==> config.mk <==
export PLATFORM = sky130hd
export DESIGN_NAME = wr_stream_mode
export DESIGN_NICKNAME = d
export VERILOG_FILES = /design/src/rtl/swd_pkg.sv /design/src/rtl/swd_track_dp.sv /design/src/rtl/swd_mode_ctrl.sv /design/src/rtl/swd_delay_tbl.sv /design/src/rtl/wr_stream_mode.sv
export SDC_FILE = /design/constraint.sdc
export NUM_CORES = 1
export LEC_CHECK = 0
export BUFFER_PORTS_ARGS = -buffer_cell sky130_fd_sc_hd__buf_4
export CORE_MARGIN = 2
export CORE_UTILIZATION = 56
export CTS_BUF_LIST = sky130_fd_sc_hd__clkbuf_8
export DETAILED_ROUTE_END_ITERATION = 8
export PLACE_DENSITY_LB_ADDON = 0.15
export SYNTH_ARGS = -nofsm -noshare
export SYNTH_HDL_FRONTEND = slang
export SYNTH_SLANG_ARGS = --single-unit
==> constraint.sdc <==
create_clock -name clk -period 2.68 [get_ports clk]
set_clock_uncertainty 0.2 [all_clocks]
set_input_delay 0.134 -clock clk [delete_from_list [all_inputs] [get_ports clk]]
set_output_delay 0.134 -clock clk [all_outputs]
set_load 0.03 [all_outputs]
==> src/rtl/swd_pkg.sv <==
package swd_pkg;

  typedef enum logic [1:0] {
    MODE_ALLOC   = 2'd0,
    MODE_COAL    = 2'd1,
    MODE_NOALLOC = 2'd2
  } wrMode_e;

  // strobes from the mode control to the stream datapath
  typedef struct packed {
    logic restart;     // open a new stream at this write
    logic accumulate;  // extend the current stream with this write
  } trackStrb_t;

endpackage

==> src/rtl/swd_track_dp.sv <==
module swd_track_dp
  import swd_pkg::*;
#(
  parameter int ADDR_W      = 32,
  parameter int SIZE_W      = 8,
  parameter int CNT_W       = 10,
  parameter int COAL_THR    = 128,
  parameter int NOALLOC_THR = 256
) (
  input  logic              clk,
  input  logic              rst,
  input  logic [ADDR_W-1:0] wrAddr,
  input  logic [SIZE_W-1:0] wrSize,
  input  trackStrb_t        strb,
  output logic              isContig,
  output logic              reachCoal,
  output logic              reachNoAlloc
);

  localparam logic [CNT_W-1:0] COAL_LIM    = CNT_W'(COAL_THR);
  localparam logic [CNT_W-1:0] NOALLOC_LIM = CNT_W'(NOALLOC_THR);

  logic [ADDR_W-1:0] expAddr;
  logic [CNT_W-1:0]  byteCnt;
  logic              streamLive;
  logic [CNT_W-1:0]  sumCnt;

  assign sumCnt       = byteCnt + CNT_W'(wrSize);
  assign isContig     = streamLive && (wrAddr == expAddr);
  assign reachCoal    = sumCnt >= COAL_LIM;
  assign reachNoAlloc = sumCnt >= NOALLOC_LIM;

  always_ff @(posedge clk) begin
    if (rst) begin
      expAddr    <= '0;
      byteCnt    <= '0;
      streamLive <= 1'b0;
    end else if (strb.restart) begin
      expAddr    <= wrAddr + ADDR_W'(wrSize);
      byteCnt    <= CNT_W'(wrSize);
      streamLive <= 1'b1;
    end else if (strb.accumulate) begin
      expAddr <= wrAddr + ADDR_W'(wrSize);
      byteCnt <= reachNoAlloc ? NOALLOC_LIM : sumCnt;
    end
  end

endmodule

==> src/rtl/swd_mode_ctrl.sv <==
module swd_mode_ctrl
  import swd_pkg::*;
(
  input  logic       clk,
  input  logic       rst,
  input  logic       wrValid,
  input  logic       isContig,
  input  logic       reachCoal,
  input  logic       reachNoAlloc,
  output trackStrb_t strb,
  output logic       coalesce,
  output logic       allocate
);

  wrMode_e modeQ, modeD;

  always_comb begin
    strb.restart    = wrValid && !isContig;
    strb.accumulate = wrValid && isContig;
    modeD           = modeQ;
    if (strb.restart)
      modeD = MODE_ALLOC;
    else if (strb.accumulate) begin
      if (reachNoAlloc)   modeD = MODE_NOALLOC;
      else if (reachCoal) modeD = MODE_COAL;
      else                modeD = MODE_ALLOC;
    end
  end

  always_ff @(posedge clk) begin
    if (rst) modeQ <= MODE_ALLOC;
    else     modeQ <= modeD;
  end

  assign coalesce = (modeQ != MODE_ALLOC);
  assign allocate = (modeQ != MODE_NOALLOC);

endmodule

==> src/rtl/swd_delay_tbl.sv <==
module swd_delay_tbl #(
  parameter int BLK_W      = 26,
  parameter int ENTRIES    = 4,
  parameter int DELAY_INIT = 3
) (
  input  logic             clk,
  input  logic             rst,
  input  logic             qValid,
  input  logic [BLK_W-1:0] qBlk,
  input  logic             clrValid,
  input  logic [BLK_W-1:0] clrBlk,
  output logic             qRespValid,
  output logic             qDelay
);

  localparam int IDX_W = (ENTRIES > 1) ? $clog2(ENTRIES) : 1;
  localparam int DLY_W = $clog2(DELAY_INIT + 1);
  localparam logic [DLY_W-1:0] LOAD_VAL = DLY_W'(DELAY_INIT - 1);

  logic             entValid [ENTRIES];
  logic [BLK_W-1:0] entTag   [ENTRIES];
  logic [DLY_W-1:0] entCnt   [ENTRIES];

  logic             anyHit, anyFree, respDelay, sameClr;
  logic [IDX_W-1:0] hitIdx, freeIdx;

  always_comb begin
    anyHit  = 1'b0;
    anyFree = 1'b0;
    hitIdx  = '0;
    freeIdx = '0;
    for (int i = 0; i < ENTRIES; i++) begin
      if (!anyHit && entValid[i] && entTag[i] == qBlk) begin
        anyHit = 1'b1;
        hitIdx = IDX_W'(i);
      end
      if (!anyFree && !entValid[i]) begin
        anyFree = 1'b1;
        freeIdx = IDX_W'(i);
      end
    end
    respDelay = anyHit ? (entCnt[hitIdx] != '0) : (anyFree && DELAY_INIT > 0);
    sameClr   = clrValid && (clrBlk == qBlk);
  end

  always_ff @(posedge clk) begin
    if (rst) begin
      for (int i = 0; i < ENTRIES; i++) begin
        entValid[i] <= 1'b0;
        entTag[i]   <= '0;
        entCnt[i]   <= '0;
      end
      qRespValid <= 1'b0;
      qDelay     <= 1'b0;
    end else begin
      for (int i = 0; i < ENTRIES; i++) begin
        if (clrValid && entValid[i] && entTag[i] == clrBlk)
          entValid[i] <= 1'b0;
        else if (qValid && anyHit && hitIdx == IDX_W'(i) && entCnt[i] != '0)
          entCnt[i] <= entCnt[i] - 1'b1;
        else if (qValid && !anyHit && anyFree && freeIdx == IDX_W'(i) && !sameClr) begin
          entValid[i] <= 1'b1;
          entTag[i]   <= qBlk;
          entCnt[i]   <= LOAD_VAL;
        end
      end
      qRespValid <= qValid;
      qDelay     <= qValid && respDelay;
    end
  end

endmodule

==> src/rtl/wr_stream_mode.sv <==
module wr_stream_mode
  import swd_pkg::*;
#(
  parameter int ADDR_W        = 32,
  parameter int SIZE_W        = 8,
  parameter int BLK_BYTES     = 64,
  parameter int COAL_LINES    = 2,
  parameter int NOALLOC_LINES = 4,
  parameter int DELAY_INIT    = 3,
  parameter int DELAY_ENTRIES = 4,
  localparam int OFF_W        = $clog2(BLK_BYTES),
  localparam int BLK_W        = ADDR_W - OFF_W
) (
  input  logic              clk,
  input  logic              rst,
  input  logic              wrValid,
  input  logic [ADDR_W-1:0] wrAddr,
  input  logic [SIZE_W-1:0] wrSize,
  input  logic              qValid,
  input  logic [BLK_W-1:0]  qBlk,
  input  logic              clrValid,
  input  logic [BLK_W-1:0]  clrBlk,
  output logic              coalesce,
  output logic              allocate,
  output logic              qRespValid,
  output logic              qDelay
);

  localparam int COAL_THR    = COAL_LINES * BLK_BYTES;
  localparam int NOALLOC_THR = NOALLOC_LINES * BLK_BYTES;
  localparam int CNT_W       = $clog2(NOALLOC_THR + (1 << SIZE_W)) + 1;

  trackStrb_t strb;
  logic isContig, reachCoal, reachNoAlloc;

  swd_track_dp #(
    .ADDR_W(ADDR_W), .SIZE_W(SIZE_W), .CNT_W(CNT_W),
    .COAL_THR(COAL_THR), .NOALLOC_THR(NOALLOC_THR)
  ) u_dp (
    .clk(clk), .rst(rst), .wrAddr(wrAddr), .wrSize(wrSize), .strb(strb),
    .isContig(isContig), .reachCoal(reachCoal), .reachNoAlloc(reachNoAlloc)
  );

  swd_mode_ctrl u_ctrl (
    .clk(clk), .rst(rst), .wrValid(wrValid), .isContig(isContig),
    .reachCoal(reachCoal), .reachNoAlloc(reachNoAlloc), .strb(strb),
    .coalesce(coalesce), .allocate(allocate)
  );

  swd_delay_tbl #(
    .BLK_W(BLK_W), .ENTRIES(DELAY_ENTRIES), .DELAY_INIT(DELAY_INIT)
  ) u_dly (
    .clk(clk), .rst(rst), .qValid(qValid), .qBlk(qBlk),
    .clrValid(clrValid), .clrBlk(clrBlk),
    .qRespValid(qRespValid), .qDelay(qDelay)
  );

endmodule

Word level (Yosys, flattened, before mapping)
Memories as Yosys holds them, arrays and structs flattened.
Index checks and enable logic that the tools add are counted.
{"block": "word_totals", "word_cells": 210, "regBits": 47, "mem_bits_ro": 0, "latch_bits": 0, "n_memories": 3, "ramBits": 116, "out_inout_bits": 4, "in_bits": 97}
{"memory": "u_dly.entTag", "depth": 4, "word_bits": 26, "read_ports": 4, "rd_clocked_by_memory_dff": 0, "wr": 4, "line": "swd_delay_tbl.sv:21", "source": "logic [BLK_W-1:0] entTag [ENTRIES];"}
{"memory": "u_dly.entCnt", "depth": 4, "word_bits": 2, "read_ports": 5, "rd_clocked_by_memory_dff": 0, "wr": 4, "line": "swd_delay_tbl.sv:22", "source": "logic [DLY_W-1:0] entCnt [ENTRIES];"}
{"memory": "u_dly.entValid", "depth": 4, "word_bits": 1, "read_ports": 4, "rd_clocked_by_memory_dff": 0, "wr": 4, "line": "swd_delay_tbl.sv:20", "source": "logic entValid [ENTRIES];"}
{"block": "op_classes", "n_lt_le_gt_ge": 2, "bitwise_logic": 20, "mul": 0, "n_shift": 0, "add_sub_neg": 6, "eq_ne": 17, "n_reduce_logical": 63, "n_mux": 92, "n_div": 0}
{"operator": "26-bit == test", "n": 9}
{"operator": "26-bit two-way mux", "n": 4}
{"operator": "1-bit two-way mux", "n": 70}
{"operator": "32-bit two-way mux", "n": 2}
{"operator": "1-bit logical AND", "n": 42}
{"operator": "32-bit by 8-bit adder with 32-bit output", "n": 1}
{"operator": "32-bit == test", "n": 1}
{"operator": "2-bit two-way mux", "n": 13}
{"operator": "1-bit OR", "n": 20}
{"operator": "8-bit two-way mux", "n": 2}
{"operator": "2-bit nonzero test", "n": 7}
{"operator": "1-bit zero test", "n": 11}
{"operator": "10-bit by 8-bit adder with 10-bit output", "n": 1}
{"operator": "10-bit by 8-bit >= comparator with 1-bit output, second input constant", "n": 1}
{"operator": "10-bit by 9-bit >= comparator with 1-bit output, second input constant", "n": 1}
{"operator": "10-bit two-way mux", "n": 1}
{"operator": "2-bit == test, second input constant", "n": 4}
{"operator": "2-bit by 1-bit subtractor with 2-bit output, second input constant", "n": 4}
{"operator": "2-bit by 1-bit == test with 1-bit output, second input constant", "n": 2}
{"operator": "2-bit zero test", "n": 2}
{"operator": "2-bit inequality test, second input constant", "n": 1}
{"operator": "2-bit OR reduction", "n": 1}

Logic depth before layout (Yosys ltp)
An unclocked memory read counts as a cell.
{"block": "logic_depth", "word_depth": 27, "mapped_depth": 11, "mapped_depth_nobuf": 10}

Modules after synthesis
A second synthesis with hierarchy kept.
{"block": "hier_totals", "hier_cells": 1152, "hier_area_um2": 11329.6}
{"module": "swd_delay_tbl", "cells_per_inst": 743, "n_inst": 1, "seq_area_each_um2": 3523.4, "area_each_um2": 7992.7}
{"module": "swd_track_dp", "cells_per_inst": 397, "n_inst": 1, "seq_area_each_um2": 860.8, "area_each_um2": 3234.4}
{"module": "swd_mode_ctrl", "cells_per_inst": 12, "n_inst": 1, "seq_area_each_um2": 40.0, "area_each_um2": 102.6}

Worst setup path after synthesis
No wires, ideal clock.
{"block": "synth_path", "path_kind": "register to register", "startpoint": "mem u_dly.entTag[3][19], in the netlist u_dly.entTag[0][97]", "endpoint": "mem u_dly.entTag[2][0], in the netlist u_dly.entTag[0][52] (enable)", "path_slack_ns": -0.206, "path_buffers": 0, "synth_period_minus_slack_ns": 2.886, "required_time_ns": 2.038, "setup_ns": 0.442, "t_arrival_ns": 2.244, "stages_incl_launch_ff": 8, "path_cell_list": "edfxtp_1 xnor2_1 nand4_1 or4_4 nor4_4 a211oi_2 nand3_1 nand2b_1"}
{"item": "start: declaration", "line": "swd_delay_tbl.sv:21"}

==> metrics.cfg <==
[routing]
wl_per_cell_um=21.8
vias_per_cell=5.83
vias=9770
wirelength_um=36500
drt_iter0_drc=1099
dr.pass1.iters=5
drc=0
drtAntennaViolNets=0

[logic_synthesis]
yosys.area_share.simple_pct=22.5
synthTopCellsByArea=edfxtp_1, xnor2_1, xor2_1
yosysSeqAreaShare_pct=40.4
synth_top_cell_area_share_pct=32.0
yosys_most_used_dff=edfxtp_1
ys_ff_latch=162
syn_area_um2=10900
syn_area_per_cell_um2=9.85
ys_warn_count=0
yosysMostFrequentCell=xnor2_1
async_flop_share_pct=0
synth-edff-count=116
yosys.area_share.xor_xnor_pct=23.2
ys_types=61
synth-compound-area-share_pct=5.97
synth.net_count=1226
ys_top_cells_by_count=xnor2_1, edfxtp_1, xor2_1
yosys.area.top_type=edfxtp_1
synth_cells=1107
yosys.area_share.adder_pct=2.66
synth_top_family_by_area=XOR/XNOR gates
synth_mux_area_share_pct=0.459

[floorplanning]
die_area_um2=20600
coreArea_um2=19300
start_util_pct=56.6
die_w_um=144
die_y_um=144
rows=51
io_pins=101

[clock_tree]
cts.path.max_buffers=2
clkTransAtPathRegs_ns=0.10
htree_num_levels=4
cts_tree=built
cts_sinks=162
cts_root_buffer=clkbuf_8
cts_buffers=17
clk_latency_ns=0.49

[worst_setup_path]
critical_path_class=reg2reg
cp.required_ns=2.72
arrival_ns=2.93
cp-end-kind=flip-flop
cp-start-kind=flip-flop
crit_path_max_fanout=26
rr_worst_depth=8

[outcome]
violations=setup timing
status=complete, but fails checks

[global_routing]
grt_max_degree=40
antenna_found_initial=2
overflow=0
first_global_vias=9292
grtUsageTotal_pct=35.7
grt_pass1_wl_um=53700

[power]
finalPower_mw=6.68
power.density_nw_per_um2=462
peakVddDrop_uv=322
leakagePower_nw=5.75

[sta]
period_share_pct=108
max_slew_margin_pct=51.7
worst_slack_ns=-0.214
fmax_mhz=346
slew_viol_final=0
rsz0062_at_grt=true
period_needed_ns=2.89
final.setup.tns_ns=-32.37
hold_viol=0
tightestPinTransition_ns=0.722
setup_viol=228

[final_layout]
layout-drive-gt1-share_pct=24.0
nNetsFinal=1516
nFillCells=1408
area_growth_pct=32.7

[flow_run]
maxCapViolCount=0

[placement]
io_buffers=100
hpwlAfterDp_um=25300
gp_congestion=1.01

[worst_hold_path]
hold_path_class=in2reg
hold_depth=6

[worst paths after layout]
kind / to / slack [ns] / startpoint
setup / recovery: u_dly.entTag[0][28] / -0.21 / u_dly.entTag[0][51]
hold / removal: u_dp.expAddr[3] / 0.02 / wrAddr[3]
setup reg to reg: u_dly.entTag[0][28] / -0.21 / u_dly.entTag[0][51]
hold reg to reg: u_ctrl.modeQ[0] / 0.26 / u_ctrl.modeQ[0]
[kinds of logic (layout without fill, tap and decap cells)]
kind of cell               Yosys count  after routing
other                                0              1
DFF                                162            162
buffers and inverters              110            413
muxes                                5              5
adders and majority gates           22             22
and+or+nand+nor                    426            426
AOI/OAI and AO/OA                   95             95
xor gates and xnor gates           287            287
[cells in the final DEF, fill, tap and decap left out, types with 17 or more instances in the layout]
cell type        n
edfxtp_1       116
nand2_1         35
ha_1            20
dlygate4sd3_1   93
nor4_1          30
xnor2_1        166
buf_4          254
xor2_1         113
a21oi_1         21
nand4_1         81
and2_1         100
nor2_1          65
nand3_1         25
clkbuf_8        17
dfxtp_1         46
inv_1           21
[sequential cells by signal, indices dropped and copies added, names as in the netlist, 2 cells and up]
name	flops
u_dly.entTag	104
u_dly.entValid	4
u_ctrl.modeQ	2
u_dp.byteCnt	9
u_dp.expAddr	32
u_dly.entCnt	8
[where the power goes]
group	switching, mW	total [mW]	internal (mW)
Clock	1.04	2.08	1.04
Combinational	0.844	1.65	0.807
Sequential	0.115	2.95	2.83
Total	2.00	6.68	4.68
[per-layer routing]
metal  up-vias  track usage [%]  wire [µm]
met5         -                0          0
met4         0             12.5       1160
met3        84             6.56       3540
met2       495             55.9      16600
met1      4711             50.0      15200
li1       4480                -          -
[per-stage QoR]
step | utilization (%) | hold slack, ns | worst slack, ns | instance area [µm²] | instances
final | 75.1 | 0.0204 | -0.214 | 14500 | 1676
after global routing | 75.1 | 0.0351 | -0.243 | 14500 | 1675
after CTS | 74.7 | 0.00222 | -0.116 | 14400 | 1674
after detailed placement | 66.9 | 0.252 | -0.205 | 12900 | 1544
after global placement | 66.9 | 0.241 | -0.142 | 12900 | 1544
after floorplan | - | 0.0956 | -0.181 | 10900 | 1107
[worst max-delay path: stages, from the launching register on]
cell and delay [ns]:
edfxtp_1 0.43, xnor2_1 0.24, nand4_1 0.12, nor4bb_1 0.43
nand4_1 0.33, and2_4 0.31, a41oi_4 0.24, clkinvlp_4 0.14
buf_12 0.18
[repair_timing]
action,4_1_cts,5_1_grt
buffers inserted,4,1
hold buffers,94,0
resized for setup,12,16
pin swaps,5,7
endpoints found under the setup margin,230,252
endpoints found under the hold margin,126,0
[layout make-up]
type / count / area (µm²) / share of cell area, %
clock buffers: 17 / 234 / 1.62
repair buffers: 359 / 3070 / 21.2
clock inverters: 15 / 216 / 1.50
flip-flops and latches: 162 / 4400 / 30.4
inverters: 22 / 86.3 / 0.597
diodes: 1 / 2.50 / 0.0173
multi-input cells: 835 / 6130 / 42.3
well taps: 265 / 332 / 2.29
Note: power is estimated with default switching activity, not from simulation.
